## src/rtl/msi_share_pkg.sv

```systemverilog
package msi_share_pkg;
   localparam int unsigned MAX_REGS  = 64;
   localparam int unsigned MAX_FLAGS = 64;

   function automatic int unsigned field_top(input int unsigned lsb, input int unsigned w);
      return lsb + w - 1;
   endfunction
endpackage

```

## src/rtl/msi_index_decode.sv

```systemverilog
module msi_index_decode #(
   parameter int unsigned NUM_REGS      = 8,
   parameter int unsigned FLAGS_PER_REG = 32,
   parameter int unsigned DATA_W        = 32,
   parameter int unsigned SEL_LSB       = 29,
   parameter int unsigned BIT_LSB       = 24
) (
   input  logic                                   clk,
   input  logic                                   rst_n,
   input  logic                                   idx_wr,
   input  logic [DATA_W-1:0]                      idx_data,
   output logic [NUM_REGS-1:0][FLAGS_PER_REG-1:0] set_mat
);
   localparam int unsigned SEL_W = $clog2(NUM_REGS);
   localparam int unsigned BIT_W = $clog2(FLAGS_PER_REG);

   logic [SEL_W-1:0] sel;
   logic [BIT_W-1:0] bsel;

   assign sel  = idx_data[SEL_LSB +: SEL_W];
   assign bsel = idx_data[BIT_LSB +: BIT_W];

   for (genvar r = 0; r < NUM_REGS; r++) begin : g_reg
      for (genvar b = 0; b < FLAGS_PER_REG; b++) begin : g_bit
         assign set_mat[r][b] = idx_wr && (sel == SEL_W'(r)) && (bsel == BIT_W'(b));
      end
   end

   // at most one flag is posted per index write
   p_single_post_r2: assert property (@(posedge clk) disable iff (!rst_n)
      $countones(set_mat) <= 1);
   // an index write always posts exactly one flag
   p_write_posts_r2: assert property (@(posedge clk) disable iff (!rst_n)
      idx_wr |-> $countones(set_mat) == 1);
endmodule

```

## src/rtl/msi_flag_bank.sv

```systemverilog
module msi_flag_bank #(
   parameter int unsigned FLAGS_PER_REG = 32
) (
   input  logic                     clk,
   input  logic                     rst_n,
   input  logic [FLAGS_PER_REG-1:0] set_vec,
   input  logic                     clr,
   input  logic                     mask,
   output logic [FLAGS_PER_REG-1:0] flags,
   output logic                     irq
);
   logic [FLAGS_PER_REG-1:0] flags_q;

   always_ff @(posedge clk) begin
      if (!rst_n) begin
         flags_q <= '0;
      end else if (clr) begin
         flags_q <= set_vec;
      end else begin
         flags_q <= flags_q | set_vec;
      end
   end

   assign flags = flags_q;
   assign irq   = (|flags_q) & ~mask;

   // a posted flag is set after the edge
   p_set_lands_r2: assert property (@(posedge clk) disable iff (!rst_n)
      (set_vec != '0) |=> ((flags & $past(set_vec)) == $past(set_vec)));
   // a clearing read with no post empties the register
   p_clear_all_r5: assert property (@(posedge clk) disable iff (!rst_n)
      (clr && set_vec == '0) |=> (flags == '0));
   // a clearing read that collides with a post leaves exactly one flag
   p_collide_one_r6: assert property (@(posedge clk) disable iff (!rst_n)
      (clr && set_vec != '0) |=> ($countones(flags) == 1));
   // without a post or a clear the flags hold
   p_hold_r8: assert property (@(posedge clk) disable iff (!rst_n)
      (!clr && set_vec == '0) |=> $stable(flags));
endmodule

```

## src/rtl/msi_read_port.sv

```systemverilog
module msi_read_port #(
   parameter int unsigned NUM_REGS      = 8,
   parameter int unsigned FLAGS_PER_REG = 32,
   parameter int unsigned DATA_W        = 32,
   parameter int unsigned ADDR_W        = 4
) (
   input  logic                                   clk,
   input  logic                                   rst_n,
   input  logic                                   rd_en,
   input  logic [ADDR_W-1:0]                      rd_addr,
   input  logic [NUM_REGS-1:0][FLAGS_PER_REG-1:0] flags,
   output logic [NUM_REGS-1:0]                    clr_vec,
   output logic [DATA_W-1:0]                      rd_data
);
   logic [FLAGS_PER_REG-1:0] sel_flags;
   logic [DATA_W-1:0]        rd_q;

   for (genvar r = 0; r < NUM_REGS; r++) begin : g_hit
      assign clr_vec[r] = rd_en && (rd_addr == ADDR_W'(r));
   end

   always_comb begin
      sel_flags = '0;
      for (int r = 0; r < NUM_REGS; r++) begin
         if (clr_vec[r]) sel_flags = sel_flags | flags[r];
      end
   end

   always_ff @(posedge clk) begin
      if (!rst_n) begin
         rd_q <= '0;
      end else begin
         rd_q <= DATA_W'(sel_flags);
      end
   end

   assign rd_data = rd_q;

   // a read strobe clears at most one register
   p_one_clear_r5: assert property (@(posedge clk) disable iff (!rst_n)
      $onehot0(clr_vec));
   // reads outside the shared registers return zero
   p_unmapped_zero_r7: assert property (@(posedge clk) disable iff (!rst_n)
      (rd_en && rd_addr >= ADDR_W'(NUM_REGS)) |=> (rd_data == '0));
   // idle cycles return zero
   p_idle_zero_r5: assert property (@(posedge clk) disable iff (!rst_n)
      !rd_en |=> (rd_data == '0));
endmodule

```

## src/rtl/msi_share_unit.sv

```systemverilog
module msi_share_unit #(
   parameter int unsigned NUM_REGS      = 8,
   parameter int unsigned FLAGS_PER_REG = 32,
   parameter int unsigned DATA_W        = 32,
   parameter int unsigned ADDR_W        = 4,
   parameter int unsigned SEL_LSB       = 29,
   parameter int unsigned BIT_LSB       = 24
) (
   input  logic                clk,
   input  logic                rst_n,
   input  logic                bus_wr_en,
   input  logic [ADDR_W-1:0]   bus_wr_addr,
   input  logic [DATA_W-1:0]   bus_wr_data,
   input  logic                bus_rd_en,
   input  logic [ADDR_W-1:0]   bus_rd_addr,
   output logic [DATA_W-1:0]   bus_rd_data,
   input  logic [NUM_REGS-1:0] irq_mask,
   output logic [NUM_REGS-1:0] irq
);
   import msi_share_pkg::*;

   localparam int unsigned SEL_W    = $clog2(NUM_REGS);
   localparam int unsigned BIT_W    = $clog2(FLAGS_PER_REG);
   localparam logic [ADDR_W-1:0] IDX_ADDR = ADDR_W'(NUM_REGS);

   if (NUM_REGS < 2 || NUM_REGS > MAX_REGS || (1 << SEL_W) != NUM_REGS) begin : g_bad_regs
      $error("NUM_REGS must be a power of two in range");
   end
   if (FLAGS_PER_REG < 2 || FLAGS_PER_REG > MAX_FLAGS || (1 << BIT_W) != FLAGS_PER_REG) begin : g_bad_flags
      $error("FLAGS_PER_REG must be a power of two in range");
   end
   if (FLAGS_PER_REG > DATA_W) begin : g_bad_data
      $error("flags do not fit in the data word");
   end
   if (field_top(SEL_LSB, SEL_W) >= DATA_W || field_top(BIT_LSB, BIT_W) >= SEL_LSB) begin : g_bad_fields
      $error("index fields overlap or exceed the data word");
   end
   if ((1 << ADDR_W) <= NUM_REGS) begin : g_bad_addr
      $error("ADDR_W too small for registers plus index word");
   end

   logic                                   idx_wr;
   logic [NUM_REGS-1:0][FLAGS_PER_REG-1:0] set_mat;
   logic [NUM_REGS-1:0][FLAGS_PER_REG-1:0] flags;
   logic [NUM_REGS-1:0]                    clr_vec;

   assign idx_wr = bus_wr_en && (bus_wr_addr == IDX_ADDR);

   msi_index_decode #(
      .NUM_REGS(NUM_REGS), .FLAGS_PER_REG(FLAGS_PER_REG), .DATA_W(DATA_W),
      .SEL_LSB(SEL_LSB), .BIT_LSB(BIT_LSB)
   ) u_decode (
      .clk(clk), .rst_n(rst_n), .idx_wr(idx_wr), .idx_data(bus_wr_data), .set_mat(set_mat)
   );

   for (genvar r = 0; r < NUM_REGS; r++) begin : g_bank
      msi_flag_bank #(.FLAGS_PER_REG(FLAGS_PER_REG)) u_bank (
         .clk(clk), .rst_n(rst_n), .set_vec(set_mat[r]), .clr(clr_vec[r]),
         .mask(irq_mask[r]), .flags(flags[r]), .irq(irq[r])
      );

      // a masked line stays low
      p_mask_blocks_r4: assert property (@(posedge clk) disable iff (!rst_n)
         irq_mask[r] |-> !irq[r]);
      // a post into an unmasked register raises its line
      p_post_raises_r4: assert property (@(posedge clk) disable iff (!rst_n)
         (set_mat[r] != '0 && !irq_mask[r]) |=> (irq[r] || irq_mask[r]));
   end

   msi_read_port #(
      .NUM_REGS(NUM_REGS), .FLAGS_PER_REG(FLAGS_PER_REG), .DATA_W(DATA_W), .ADDR_W(ADDR_W)
   ) u_read (
      .clk(clk), .rst_n(rst_n), .rd_en(bus_rd_en), .rd_addr(bus_rd_addr),
      .flags(flags), .clr_vec(clr_vec), .rd_data(bus_rd_data)
   );

   // a write to a shared register address leaves the lines unchanged
   p_direct_write_r7: assert property (@(posedge clk) disable iff (!rst_n)
      (bus_wr_en && bus_wr_addr < IDX_ADDR && !bus_rd_en) |=> $stable(flags));
endmodule

```

## config.mk

```make
export PLATFORM = sky130hd
export DESIGN_NAME = msi_share_unit
export DESIGN_NICKNAME = d
export VERILOG_FILES = /design/src/rtl/msi_share_pkg.sv /design/src/rtl/msi_index_decode.sv /design/src/rtl/msi_flag_bank.sv /design/src/rtl/msi_read_port.sv /design/src/rtl/msi_share_unit.sv
export SDC_FILE = /design/constraint.sdc
export NUM_CORES = 1
export LEC_CHECK = 0
export BUFFER_PORTS_ARGS = -buffer_cell sky130_fd_sc_hd__buf_4
export CAP_MARGIN = 20
export CORE_MARGIN = 1.5
export CORE_UTILIZATION = 30
export DETAILED_ROUTE_END_ITERATION = 7
export GPL_TIMING_DRIVEN = 0
export PLACE_DENSITY = 0.48
export SLEW_MARGIN = 10
export SYNTH_ARGS = -nofsm -noshare
export SYNTH_HDL_FRONTEND = slang
export SYNTH_SLANG_ARGS = --single-unit
```

## constraint.sdc

```tcl
create_clock -name clk -period 1.47 [get_ports clk]
set_input_delay 0.147 -clock clk [delete_from_list [all_inputs] [get_ports clk]]
set_output_delay 0.147 -clock clk [all_outputs]
set_load 0.01 [all_outputs]
```

# [Word-level counts from Yosys, hierarchy flattened]
# Index checks and enable logic that the tools add are counted.
[totals] elab_cells=386 register_bits=288 input_bits=52 output_inout_bits=40
[op_classes] n_reduce_logical=284 bitwise_logic=31 n_mux=16 n_eq_ne=46
[ops] cell="two-way mux 32 bit" count=16
[ops] cell="OR 32 bit" count=15
[ops] cell="logical AND 1 bit" count=273
[ops] cell="OR reduction 32 bit" count=8
[ops] cell="equality test 5 bit (second input constant)" count=16
[ops] cell="equality test 5 x 4 -> 1 bit (second input constant)" count=8
[ops] cell="equality test 5 x 3 -> 1 bit (second input constant)" count=4
[ops] cell="equality test 4 x 3 -> 1 bit (second input constant)" count=4
[ops] cell="equality test 3 bit (second input constant)" count=4
[ops] cell="equality test 5 x 2 -> 1 bit (second input constant)" count=2
[ops] cell="AND 1 bit" count=8
[ops] cell="equality test 4 x 2 -> 1 bit (second input constant)" count=2
[ops] cell="NOT 1 bit" count=8
[ops] cell="equality test 3 x 2 -> 1 bit (second input constant)" count=2
[ops] cell="equality test 5 x 1 -> 1 bit (second input constant)" count=1
[ops] cell="logical NOT 5 bit" count=1
[ops] cell="equality test 4 x 1 -> 1 bit (second input constant)" count=1
[ops] cell="equality test 4 bit (second input constant)" count=1
[ops] cell="logical NOT 4 bit" count=1
[ops] cell="equality test 3 x 1 -> 1 bit (second input constant)" count=1
[ops] cell="logical NOT 3 bit" count=1

# [Depth between registers and ports, before layout]
[depth] word_depth=17 ltp_mapped=6 ltp_nobuf=3

# [By module]
# From an unflattened synthesis, not the netlist that was laid out.
[hier_totals] cells_unflattened=1567 area_unflattened_um2=14261.2
[by_module_without_submodules] module="msi_flag_bank" n_inst=8 area_each_um2=1191.1 seq_area_each_um2=640.6 cells_each=113
[by_module_without_submodules] module="msi_read_port" n_inst=1 area_each_um2=2820.2 seq_area_each_um2=640.6 cells_each=302
[by_module_without_submodules] module="msi_index_decode" n_inst=1 area_each_um2=1898.1 seq_area_each_um2=0.0 cells_each=359
[by_module_without_submodules] module="msi_share_unit" n_inst=1 area_each_um2=13.8 seq_area_each_um2=0.0 cells_each=2

# [Worst setup path after synthesis]
# No wires, ideal clock.
[synth_path] path_type="in2reg" startpoint="in bus_rd_addr[1]" endpoint="reg g_bank[1].u_bank.flags_q[24]" path_slack_ps=126 required_ps=1353 setup_ps=117 n_path_buf=2 arrival_time_ps=1227 stages=5 cell_sequence="buf_4 nor4b_4 a21oi_1 clkbuf_1 a22o_1"
[synth_between] elab_chain_cells=3
[synth_lines] item="from (decl)" line_no="msi_share_unit.sv:15" text="input logic [ADDR_W-1:0] bus_rd_addr,"
[synth_lines] item="equality test 4 x 1 -> 1 bit" line_no="msi_read_port.sv:19" text="assign clr_vec[r] = rd_en && (rd_addr == ADDR_W'(r));"
[synth_lines] item="logical AND 1 bit" line_no="msi_read_port.sv:19"
[synth_lines] item="two-way mux 32 bit" line_no="msi_flag_bank.sv:17" text="end else if (clr) begin"
[synth_lines] item="to (signal assigned)" line_no="msi_flag_bank.sv:18" text="flags_q <= set_vec;"
[synth_lines] item="to (signal assigned)" line_no="msi_flag_bank.sv:20" text="flags_q <= flags_q | set_vec;"
[synth_lines] item="to (decl)" line_no="msi_flag_bank.sv:12" text="logic [FLAGS_PER_REG-1:0] flags_q;"
# No other way between the ends.
# A chain may end at the register's enable or synchronous reset.

# [Worst setup path in the final report]
[layout_path] startpoint="reg g_bank[6].u_bank.flags_q[4]" endpoint="out irq[6]"
[layout_between] elab_chain_cells=2
[layout_lines] item="from (decl)" line_no="msi_flag_bank.sv:12"
[layout_lines] item="from (signal assigned)" line_no="msi_flag_bank.sv:18"
[layout_lines] item="from (signal assigned)" line_no="msi_flag_bank.sv:20"
[layout_lines] item="OR reduction 32 bit" line_no="msi_flag_bank.sv:25" text="assign irq = (|flags_q) & ~mask;"
[layout_lines] item="AND 1 bit" line_no="msi_flag_bank.sv:25"
[layout_lines] item="to (decl)" line_no="msi_share_unit.sv:18" text="output logic [NUM_REGS-1:0] irq"
# No other way between the ends.

==> impl_metrics.tcl <==
set metrics [dict create \
    ir_drop_uv 754 \
    io_pins 92 \
    use_met1 0.283 \
    wl_per_cell_um 23.7 \
    hp-class "in2reg" \
    clock-root-buffer "clkbuf_16" \
    period_share 1.23 \
    synth_top_family_by_area "compound AO/OA/AOI/OAI gates" \
    fin_crit_ns 1.81 \
    finalClockSkew_ns 0.0108 \
    port_buffers 63 \
    placed_cells 1612 \
    netlist_instances 1038 \
    diodes 0 \
    ys_top_cells_by_count "dfxtp_1, a22o_1, mux2i_1" \
    start_util 0.307 \
    layout-area-overhead-vs-synth_pct 25.2 \
    cts_buffers 34 \
    yosysTopAreaCell "dfxtp_1" \
    place_ws_ns -0.494 \
    cts_max_path_buffers 3 \
    grt_overflow 0 \
    cts_tree "yes" \
    first_pass_iters 5 \
    total_power_mw 16.8 \
    p_per_area_nw_per_um2 1160 \
    fmax_mhz 551 \
    synthAdderAreaFrac 0 \
    utilization 0.384 \
    synth_compound_area_frac 0.260 \
    synth.area.mux_share 0.108 \
    p_leak_nw 5.47 \
    vias 9133 \
    routed_wirelength_um 39800 \
    status "complete, but fails checks" \
    vias_per_cell 5.44 \
    finalSetupViolations 8 \
    drive_gt1_frac 0.254 \
    rsz0062_at_grt "yes" \
    synth_cell_types 45 \
    synth_top_area_share 0.497 \
    drcViolationCount 0 \
    met2_usage 0.323 \
    grt_pass1_vias 9325 \
    violations "negative setup slack" \
    synth_nets 1090 \
    busiest_layer "met2" \
    rows 71 \
    arrival_ns 1.67 \
    hpwl_um 30700 \
    die_x_um 200 \
    die_h_um 200 \
    synth_most_common_cell "dfxtp_1" \
    finalMaxSlewViolations 0 \
    hold_viol 0 \
    grt_pass1_wl_um 59400 \
    path_clk_slew_ns 0.06 \
    yosysSeqAreaShare 0.497 \
    drt-initial-drc-count 573 \
    place_congestion 0.855 \
    end_kind "output pin" \
    instances_no_fill 1678 \
    critPathRequiredTime_ns 1.32 \
    synthArstFlopShare 0 \
    synth_simple_gate_area_frac 0.0937 \
    worstMarginPinSlew_ns 0.911 \
    clock_sinks 288 \
    netlist_area_um2 11600 \
    clock_latency_ns 0.51 \
    ctsHoldBuffers 0 \
    grt_max_degree 13 \
    fill_cells 3793 \
    startpoint "g_bank[6].u_bank.flags[4]" \
    crit_type "reg2out" \
    ant_nets 0 \
    max-cap-violations 0 \
    worstReg2RegStart "g_bank[7].u_bank.flags[13]" \
    relSlewSlack 0.390 \
    worst_slack_ns -0.344 \
    synth_area_leaders "dfxtp_1, a22o_1, mux2i_1" \
    cp-start-kind "register" \
    h-tree-depth 2 \
    die_area_um2 39900 \
    synth_edf_count 0 \
    hp-start "bus_wr_data[31]" \
    synthXorXnorAreaFrac 0 \
    yosysWarnings 0 \
    final_nets 1196 \
    grt_usage 0.201 \
    dpl_cell_area_um2 12700 \
    ys_ff_latch 288 \
    antenna_found_initial 0 \
    met3_usage 0.0263 \
    cp_max_fo 3 \
    synth-main-ff-cell "dfxtp_1" \
    stdcell_area_um2 14500 \
    core_um2 37800 \
    syn_avg_cell_area_um2 11.2 \
]
## final timing paths
| check | end | slack [ns] | cells past startpoint |
|---|---|---|---|
| worst max-delay path | irq[6] | -0.34 | 4 |
| worst min-delay path | g_bank[3].u_bank.flags[12] | 0.04 | 3 |
| worst max register to register | u_read.rd_data[13] | 0.15 | 4 |
| worst min register to register | g_bank[5].u_bank.flags[8] | 0.49 | 1 |
## worst max-delay path: stages, from the launching register on
cell and delay [ns]:
dfxtp_4 0.35, nor4_4 0.32, and4_4 0.30, a21oi_2 0.06, buf_6 0.12
## registers in the layout, indices dropped and copies added (netlist names)
name	count
g_bank.u_bank.flags	256
u_read.rd_data	32
## per-layer routing
metal | vias up | share of wire
li1 | 4363 | -
met1 | 4545 | 0.49
met2 | 183 | 0.46
met3 | 42 | 0.038
met4 | 0 | 0.018
met5 | - | 0
## logic make-up after synthesis
logic type             Yosys count
AND/OR/NAND/NOR                158
flip-flops                     288
AO/OA/AOI/OAI                  371
multiplexers                   123
buffers and inverters           98
## cells in the final DEF, fill, tap and decap left out, types with 9 or more instances in the layout
cell type  instances
a21oi_2           10
a22o_1           152
a32o_1            13
and4_4             9
buf_2             47
buf_4             76
buf_6              9
clkbuf_1          37
clkbuf_16         37
clkbuf_8           9
dfxtp_1          255
dfxtp_2           24
dfxtp_4            9
mux2i_1          118
nand2_1           16
nor2_1            17
nor4_1            20
nor4_2            20
nor4_4            25
o21a_1            33
o22ai_1           58
o2bb2ai_1         91
## what timing repair did
item / in CTS / in global routing
buffers inserted: 9 / 6
gates cloned: 0 / 0
setup endpoints to repair: 8 / 42
pin swaps: 49 / 25
resized for setup: 117 / 29
## power by group
part	switching [mW]	internal (mW)	total, mW
sequential	0.00200	7.79	7.79
clock	3.30	5.03	8.33
combinational	0.472	0.215	0.687
## final cells by class
class	instances	area (µm²)	area share
plain buffers	88	427	0.0294
clock inverters	3	15.0	0.00103
repair buffers	78	616	0.0424
flip-flops and latches	288	5830	0.401
multi-input cells	652	5910	0.407
well taps	511	639	0.0440
clock buffers	56	1090	0.0748
inverters	2	7.51	0.000517
## stage by stage
step | setup TNS, ns | hold WS [ns]
2_1_floorplan | 0 | 0.315
3_3_place_gp | -86.69 | 0.470
3_5_place_dp | -87.90 | 0.475
4_1_cts | -2.73 | 0.0319
5_1_grt | -2.88 | 0.0299
6_report | -2.50 | 0.0412
No activity file was read; power rests on OpenSTA's default activity.
